`src/rtl/hrs_pkg.sv`:
```
package hrs_pkg;
  localparam int MSG_W    = 48;
  localparam int DATA_LSB = 0;
  localparam int DST_LSB  = 16;
  localparam int SRC_LSB  = 28;
  localparam int CTL_LSB  = 40;
  localparam int PRIV_BIT = CTL_LSB + 6;
endpackage

```
`src/rtl/hrs_fifo.sv`:
```
module hrs_fifo #(
  parameter int W     = 48,
  parameter int DEPTH = 4
) (
  input  logic         clk_i,
  input  logic         rst_ni,
  input  logic         push_i,
  input  logic [W-1:0] data_i,
  output logic         full_o,
  input  logic         pop_i,
  output logic         valid_o,
  output logic [W-1:0] data_o
);
  localparam int PW = (DEPTH > 1) ? $clog2(DEPTH) : 1;
  localparam int CW = $clog2(DEPTH + 1);

  logic [W-1:0]  mem_q [DEPTH];
  logic [PW-1:0] wr_q, rd_q;
  logic [CW-1:0] cnt_q;
  logic          do_push, do_pop;

  assign full_o  = (cnt_q == CW'(DEPTH));
  assign valid_o = (cnt_q != '0);
  assign data_o  = mem_q[rd_q];
  assign do_push = push_i && !full_o;
  assign do_pop  = pop_i && valid_o;

  always_ff @(posedge clk_i or negedge rst_ni) begin
    if (!rst_ni) begin
      wr_q  <= '0;
      rd_q  <= '0;
      cnt_q <= '0;
    end else begin
      if (do_push) wr_q <= (wr_q == PW'(DEPTH - 1)) ? '0 : wr_q + 1'b1;
      if (do_pop)  rd_q <= (rd_q == PW'(DEPTH - 1)) ? '0 : rd_q + 1'b1;
      case ({do_push, do_pop})
        2'b10:   cnt_q <= cnt_q + 1'b1;
        2'b01:   cnt_q <= cnt_q - 1'b1;
        default: cnt_q <= cnt_q;
      endcase
    end
  end

  always_ff @(posedge clk_i) begin
    if (do_push) mem_q[wr_q] <= data_i;
  end

  // a full queue stays full until something is taken out
  a_r6_no_overflow: assert property (@(posedge clk_i) disable iff (!rst_ni)
    (full_o && !pop_i) |=> full_o);
  // an empty queue only becomes non-empty through a push
  a_r10_no_underflow: assert property (@(posedge clk_i) disable iff (!rst_ni)
    (!valid_o && !push_i) |=> !valid_o);
endmodule

```
`src/rtl/hrs_slot_ctl.sv`:
```
module hrs_slot_ctl
  import hrs_pkg::*;
#(
  parameter int ADDR_W    = 12,
  parameter int HOST_ADDR = 256
) (
  input  logic             bin_valid_i,
  input  logic [MSG_W-1:0] bin_msg_i,
  input  logic             tx_valid_i,
  input  logic [MSG_W-1:0] tx_msg_i,
  input  logic             rx_full_i,
  output logic             nxt_valid_o,
  output logic [MSG_W-1:0] nxt_msg_o,
  output logic             tx_pop_o,
  output logic             rx_push_o
);
  localparam logic [ADDR_W-1:0] HOST_A = ADDR_W'(HOST_ADDR);

  logic host_hit;

  assign host_hit  = bin_valid_i && (bin_msg_i[DST_LSB +: ADDR_W] == HOST_A);
  assign rx_push_o = host_hit && !rx_full_i;
  // fill only bins that arrive empty
  assign tx_pop_o  = !bin_valid_i && tx_valid_i;

  always_comb begin
    if (rx_push_o) begin
      nxt_valid_o = 1'b0;
      nxt_msg_o   = '0;
    end else if (tx_pop_o) begin
      nxt_valid_o = 1'b1;
      nxt_msg_o   = tx_msg_i;
    end else begin
      nxt_valid_o = bin_valid_i;
      nxt_msg_o   = bin_msg_i;
    end
  end
endmodule

```
`src/rtl/host_ring_stop.sv`:
```
module host_ring_stop
  import hrs_pkg::*;
#(
  parameter int NODES    = 256,
  parameter int ADDR_W   = 12,
  parameter int TX_DEPTH = 4,
  parameter int RX_DEPTH = 4
) (
  input  logic             clk_i,
  input  logic             rst_ni,
  input  logic             bin_valid_i,
  input  logic [MSG_W-1:0] bin_msg_i,
  output logic             bin_valid_o,
  output logic [MSG_W-1:0] bin_msg_o,
  input  logic             hw_valid_i,
  input  logic [MSG_W-1:0] hw_msg_i,
  output logic             hw_ready_o,
  output logic             hr_valid_o,
  output logic [MSG_W-1:0] hr_msg_o,
  input  logic             hr_ready_i
);
  // the stop after the last node is the host
  localparam int HOST_ADDR = NODES;

  logic             tx_full, tx_valid, tx_pop;
  logic [MSG_W-1:0] tx_msg;
  logic             rx_full, rx_push;
  logic             nxt_valid;
  logic [MSG_W-1:0] nxt_msg;

  assign hw_ready_o = !tx_full;

  hrs_fifo #(.W(MSG_W), .DEPTH(TX_DEPTH)) u_tx_q (
    .clk_i, .rst_ni,
    .push_i(hw_valid_i), .data_i(hw_msg_i), .full_o(tx_full),
    .pop_i(tx_pop), .valid_o(tx_valid), .data_o(tx_msg)
  );

  hrs_fifo #(.W(MSG_W), .DEPTH(RX_DEPTH)) u_rx_q (
    .clk_i, .rst_ni,
    .push_i(rx_push), .data_i(bin_msg_i), .full_o(rx_full),
    .pop_i(hr_ready_i), .valid_o(hr_valid_o), .data_o(hr_msg_o)
  );

  hrs_slot_ctl #(.ADDR_W(ADDR_W), .HOST_ADDR(HOST_ADDR)) u_ctl (
    .bin_valid_i, .bin_msg_i,
    .tx_valid_i(tx_valid), .tx_msg_i(tx_msg), .rx_full_i(rx_full),
    .nxt_valid_o(nxt_valid), .nxt_msg_o(nxt_msg),
    .tx_pop_o(tx_pop), .rx_push_o(rx_push)
  );

  always_ff @(posedge clk_i or negedge rst_ni) begin
    if (!rst_ni) begin
      bin_valid_o <= 1'b0;
      bin_msg_o   <= '0;
    end else begin
      bin_valid_o <= nxt_valid;
      bin_msg_o   <= nxt_msg;
    end
  end

  // occupied bins not drained pass unchanged
  a_r2_pass_through: assert property (@(posedge clk_i) disable iff (!rst_ni)
    (bin_valid_i && !rx_push) |=> (bin_valid_o && bin_msg_o == $past(bin_msg_i)));
  // nothing is invented when no host message waits
  a_r3_empty_stays: assert property (@(posedge clk_i) disable iff (!rst_ni)
    (!bin_valid_i && !tx_valid) |=> !bin_valid_o);
  // a filled bin carries the queue head
  a_r4_fill_head: assert property (@(posedge clk_i) disable iff (!rst_ni)
    tx_pop |=> (bin_valid_o && bin_msg_o == $past(tx_msg)));
  // drained bins leave empty
  a_r7_drain_empties: assert property (@(posedge clk_i) disable iff (!rst_ni)
    rx_push |=> !bin_valid_o);
  // a waiting message is never lost while bins are occupied
  a_r5_hold_pending: assert property (@(posedge clk_i) disable iff (!rst_ni)
    (tx_valid && bin_valid_i) |=> tx_valid);
endmodule

```
`config.mk`:
```
export PLATFORM = sky130hd
export DESIGN_NAME = host_ring_stop
export DESIGN_NICKNAME = d
export VERILOG_FILES = /design/src/rtl/hrs_pkg.sv /design/src/rtl/hrs_fifo.sv /design/src/rtl/hrs_slot_ctl.sv /design/src/rtl/host_ring_stop.sv
export SDC_FILE = /design/constraint.sdc
export NUM_CORES = 1
export LEC_CHECK = 0
export ABC_AREA = 0
export BUFFER_PORTS_ARGS = -buffer_cell sky130_fd_sc_hd__buf_2
export CAP_MARGIN = 15
export CORE_AREA = 4 4 141 279
export DETAILED_ROUTE_END_ITERATION = 12
export DIE_AREA = 0 0 145 283
export SYNTH_ARGS = -nofsm -noshare
export SYNTH_HDL_FRONTEND = slang
export SYNTH_SLANG_ARGS = --single-unit
```
`constraint.sdc`:
```
create_clock -name clk_i -period 4.9 [get_ports clk_i]
set_input_delay 0.49 -clock clk_i [delete_from_list [all_inputs] [get_ports clk_i]]
set_output_delay 0.49 -clock clk_i [all_outputs]
set_load 0.005 [all_outputs]
```
==> summary.md <==
| Metric | Value |
|---|---|
| Result of the run | completed |
| Max Clock Skew | 0.0219 ns |
| PwrDens | 543 nW/µm² |
| Delay-heaviest family, CP | flip-flops |
| Post-Syn Instances | 732 |
| Maximum number of pins on one net before global-route repair | 52 |
| Sequential power share | 48.4% |
| Clock group share of total power | 28.2% |
| Number of standard-cell rows in the floorplan | 100 |
| Placed wire-length estimate | 21.4 mm |
| Largest stage delay, worst path | 0.78 ns |
| Most frequent cells in the layout | sky130_fd_sc_hd__edfxtp_1, sky130_fd_sc_hd__buf_2, sky130_fd_sc_hd__mux4_2 |
| Clock-pin transition on the worst setup and hold timing paths | 0.07 ns |
| Sequential fraction of the synthesis area | 78.9% |
| Layout Area Growth over Synthesis | 16.7% |
| Area of the die | 41000 µm² |
| RSZ-0062 raised after global routing | false |
| Commonest non-fill, non-tap cell in the layout | sky130_fd_sc_hd__edfxtp_1 |
| Cell area after synthesis | 16600 µm² |
| Endpoint type of the worst setup path | primary output |
| Skew-Pair Late Insertion Delay | 0.54 ns |
| Max-cap violation count | 0 |
| Max Slew Vio Count | 0 |
| Post-Synthesis Net Count | 847 |
| Cells along the critical path | buf_4, mux4_2, buf_2 |
| Number of DRC markers in iteration 0 | 352 |
| Total of endpoints with negative setup slack in the final report | 0 |
| Sinks on the clock net | 447 |
| Number of antenna violations at the first check in global routing | 5 |
| Deepest level of the CTS H-tree | 2 |
| Startpoint type of the worst setup path | flop |
| Final routed DRC violation total | 0 |
| Internal Pwr Total | 7600 µW |
| Port Buf Inserts | 199 |
| Class of the most critical setup path | reg2out |
| Pre-Repair DR Iteration Count | 4 |
| Hold violation count in the final report | 0 |
| Proportion of layout cells with a drive suffix above 1 | 40.5% |
| Buffer type at the clock tree root | sky130_fd_sc_hd__clkbuf_16 |
| Post-synthesis simple-gate area fraction | 1.65% |
| Via total after detailed routing | 7644 |
| Number of fill cells in the layout | 2978 |
| Static Leakage | 0.00685 µW |
| Final estimated routing congestion in global placement | 0.749 |
| Post-synthesis cell type count | 28 |
| Largest vdd supply drop | 0.279 mV |
| Global-route wire length before repair | 53.7 mm |
| Compound-cell area share of the yosys netlist | 0.294% |
| Slowest cell on the critical path | sky130_fd_sc_hd__dfrtp_2 |
| Via density per instance | 5.32 |
| Share of cell area taken by muxes after synthesis | 16.5% |
| Fin Hold WS | 0.163 ns |
| Die Span Y | 283 µm |
| I/O pin count | 200 |
| Average footprint of a synthesized cell | 22.7 µm² |
| Crit path buf inv count | 2 |
| Measured slew at the worst slew-check pin | 0.886 ns |
| Comb power frac | 23.4% |
| Placed standard-cell area | 18100 µm² |
| Starting utilization of the core area | 44.7% |
| Required time at the worst-slack endpoint | 4.41 ns |
| Vias in the first global route | 8512 |
| TritonCTS clock tree | done |
| Area of the core region | 37200 µm² |
| Final global-route overflow total | 0 |
| Slew Limit Headroom | 40.9% |
| Class of the tightest hold or removal check | in2reg |
| Min Clock Period, post-route | 2.95 ns |
| Signal arrival time at the worst endpoint | 2.46 ns |
| Fraction of the mapped netlist area in adder cells | 1.14% |
| Overall global routing resource usage | 17.6% |
| Final sum of negative setup slack | 0 ns |
| Clock buffers created by TritonCTS | 38 |
| Number of synthesized register bits | 447 |
| Die Width | 145 µm |
| Switching share of total power | 27.8% |
| Per-cell routed wire length | 24.9 µm |
| Final Cycle Share | 60.2% |
| Switching power of the nets | 2930 µW |
| Wirelength, routed | 35.9 mm |
| Xor and xnor fraction of the mapped netlist area | 0.316% |
| Largest fanout on the critical path | 29 |
| Number of warnings printed during yosys synthesis | 0 |
| Setup Fix Bufs, Post-CTS | 0 |
| Number of nets with antenna violations after detailed routing | 0 |
| Combinational family with the most area after synthesis | multiplexers |
| Bufs on Longest Clock Path | 3 |
| Number of gates resized after cts | 0 |
| Nets@finish | 1063 |
| Number of hold-repair buffers added at the cts stage | 1 |
| Summed area of non-filler cells in the final layout | 19400 µm² |
| Post-Route Utilization | 52.2% |
| F_max | 339 MHz |
## sequential cells by signal, indices dropped and copies added (netlist names)
signal	cells
bin_msg_o	48
u_rx_q.wr_q	2
u_tx_q.mem_q	192
u_tx_q.rd_q	2
u_rx_q.cnt_q	3
u_rx_q.mem_q	192
u_tx_q.wr_q	2
u_rx_q.rd_q	2
bin_valid_o	1
u_tx_q.cnt_q	3
## worst reg2reg max path, cell delays in order, from the launching register on
cell and delay, ns:
sky130_fd_sc_hd__dfrtp_1 0.47, sky130_fd_sc_hd__a311oi_4 0.32, sky130_fd_sc_hd__buf_4 0.50, sky130_fd_sc_hd__and2_4 0.90
## final cells by class
type / count / area (µm²) / share of cell area (%)
diodes: 2 / 5.00 / 0.0258
clock buffers: 43 / 1000 / 5.16
clock inverters: 26 / 225 / 1.16
inverters: 14 / 52.6 / 0.271
multi-input cells: 240 / 3350 / 17.3
flip-flops and latches: 447 / 13100 / 67.6
well taps: 459 / 574 / 2.96
repair buffers: 207 / 1070 / 5.53
## through the flow
stage	cells	power [µW]	worst slack (ns)
floorplan	732	6660	1.86
global placement	1365	7690	1.72
detailed placement	1365	7740	1.67
CTS	1435	10700	1.74
global route	1437	11100	1.80
finish	1438	10500	1.95
## per-layer routing
metal,routed length [µm],global-route usage [%],part of all wire [%],up-vias
met1,12000,18.2,33,3998
li1,-,-,-,3392
met4,1040,5.71,2.9,4
met3,1900,3.71,5.3,64
met5,24,0,0.067,-
met2,20900,34.9,58,186
## cell families (layout without fill, tap and decap cells)
family | after synthesis | after routing
AND/OR/NAND/NOR | 63 | 63
buffers and inverters | 45 | 290
AO/OA/AOI/OAI | 5 | 5
multiplexers | 152 | 152
other | 0 | 2
adder cells (fa/ha/maj) | 14 | 14
flip-flops | 447 | 447
XOR/XNOR | 6 | 6
## power by group through the flow
stage / registers (µW) / clock network [µW] / logic (µW)
after CTS: 5200 / 3040 / 2470
after global placement: 5250 / 0 / 2430
after floorplan: 4950 / 0 / 1710
after global routing: 5190 / 3200 / 2690
final: 5100 / 2970 / 2460
after detailed placement: 5280 / 0 / 2460
## Yosys cell counts
cell type,number,area (µm²)
sky130_fd_sc_hd__and3_1,4,25.0
sky130_fd_sc_hd__o21ai_0,1,5.00
sky130_fd_sc_hd__and2_1,5,31.3
sky130_fd_sc_hd__edfxtp_1,384,11500
sky130_fd_sc_hd__mux2_1,2,22.5
sky130_fd_sc_hd__nand2_1,3,11.3
sky130_fd_sc_hd__nor4_1,1,6.26
sky130_fd_sc_hd__or3_1,1,6.26
sky130_fd_sc_hd__clkbuf_1,7,26.3
sky130_fd_sc_hd__a21oi_1,2,10.0
sky130_fd_sc_hd__dfrtp_1,63,1580
sky130_fd_sc_hd__a311oi_4,1,26.3
sky130_fd_sc_hd__nor3_1,2,10.0
sky130_fd_sc_hd__xnor2_1,2,17.5
sky130_fd_sc_hd__buf_2,21,105
sky130_fd_sc_hd__nor4b_1,1,8.76
sky130_fd_sc_hd__mux2_2,16,180
sky130_fd_sc_hd__a21o_1,1,7.51
sky130_fd_sc_hd__ha_1,12,150
sky130_fd_sc_hd__nand3_1,2,10.0
sky130_fd_sc_hd__xor2_1,4,35.0
sky130_fd_sc_hd__mux2i_1,38,380
sky130_fd_sc_hd__buf_4,1,7.51
sky130_fd_sc_hd__inv_1,14,52.6
sky130_fd_sc_hd__buf_1,2,7.51
sky130_fd_sc_hd__nor2_1,44,165
sky130_fd_sc_hd__fa_1,2,40.0
sky130_fd_sc_hd__mux4_2,96,2160
## final timing paths
check | from | to | slack (ns) | cells past startpoint
min in group asynchronous | rst_ni | bin_msg_o[31]$_DFF_PN0_ | 0.44 | 2
worst min-delay path | hw_msg_i[28] | u_tx_q.mem_q[1][28]$_DFFE_PP_ | 0.16 | 1
worst max register to register | u_rx_q.cnt_q[2]$_DFFE_PN0P_ | u_rx_q.mem_q[2][45]$_DFFE_PP_ | 2.30 | 3
worst min register to register | u_rx_q.cnt_q[0]$_DFFE_PN0P_ | u_rx_q.cnt_q[0]$_DFFE_PN0P_ | 0.49 | 1
worst max-delay path | u_rx_q.rd_q[1]$_DFFE_PN0N_ | hr_msg_o[29] | 1.95 | 3
max in group asynchronous | rst_ni | u_rx_q.rd_q[0]$_DFFE_PN0N_ | 3.44 | 3
(Power assumes the default switching activity.)
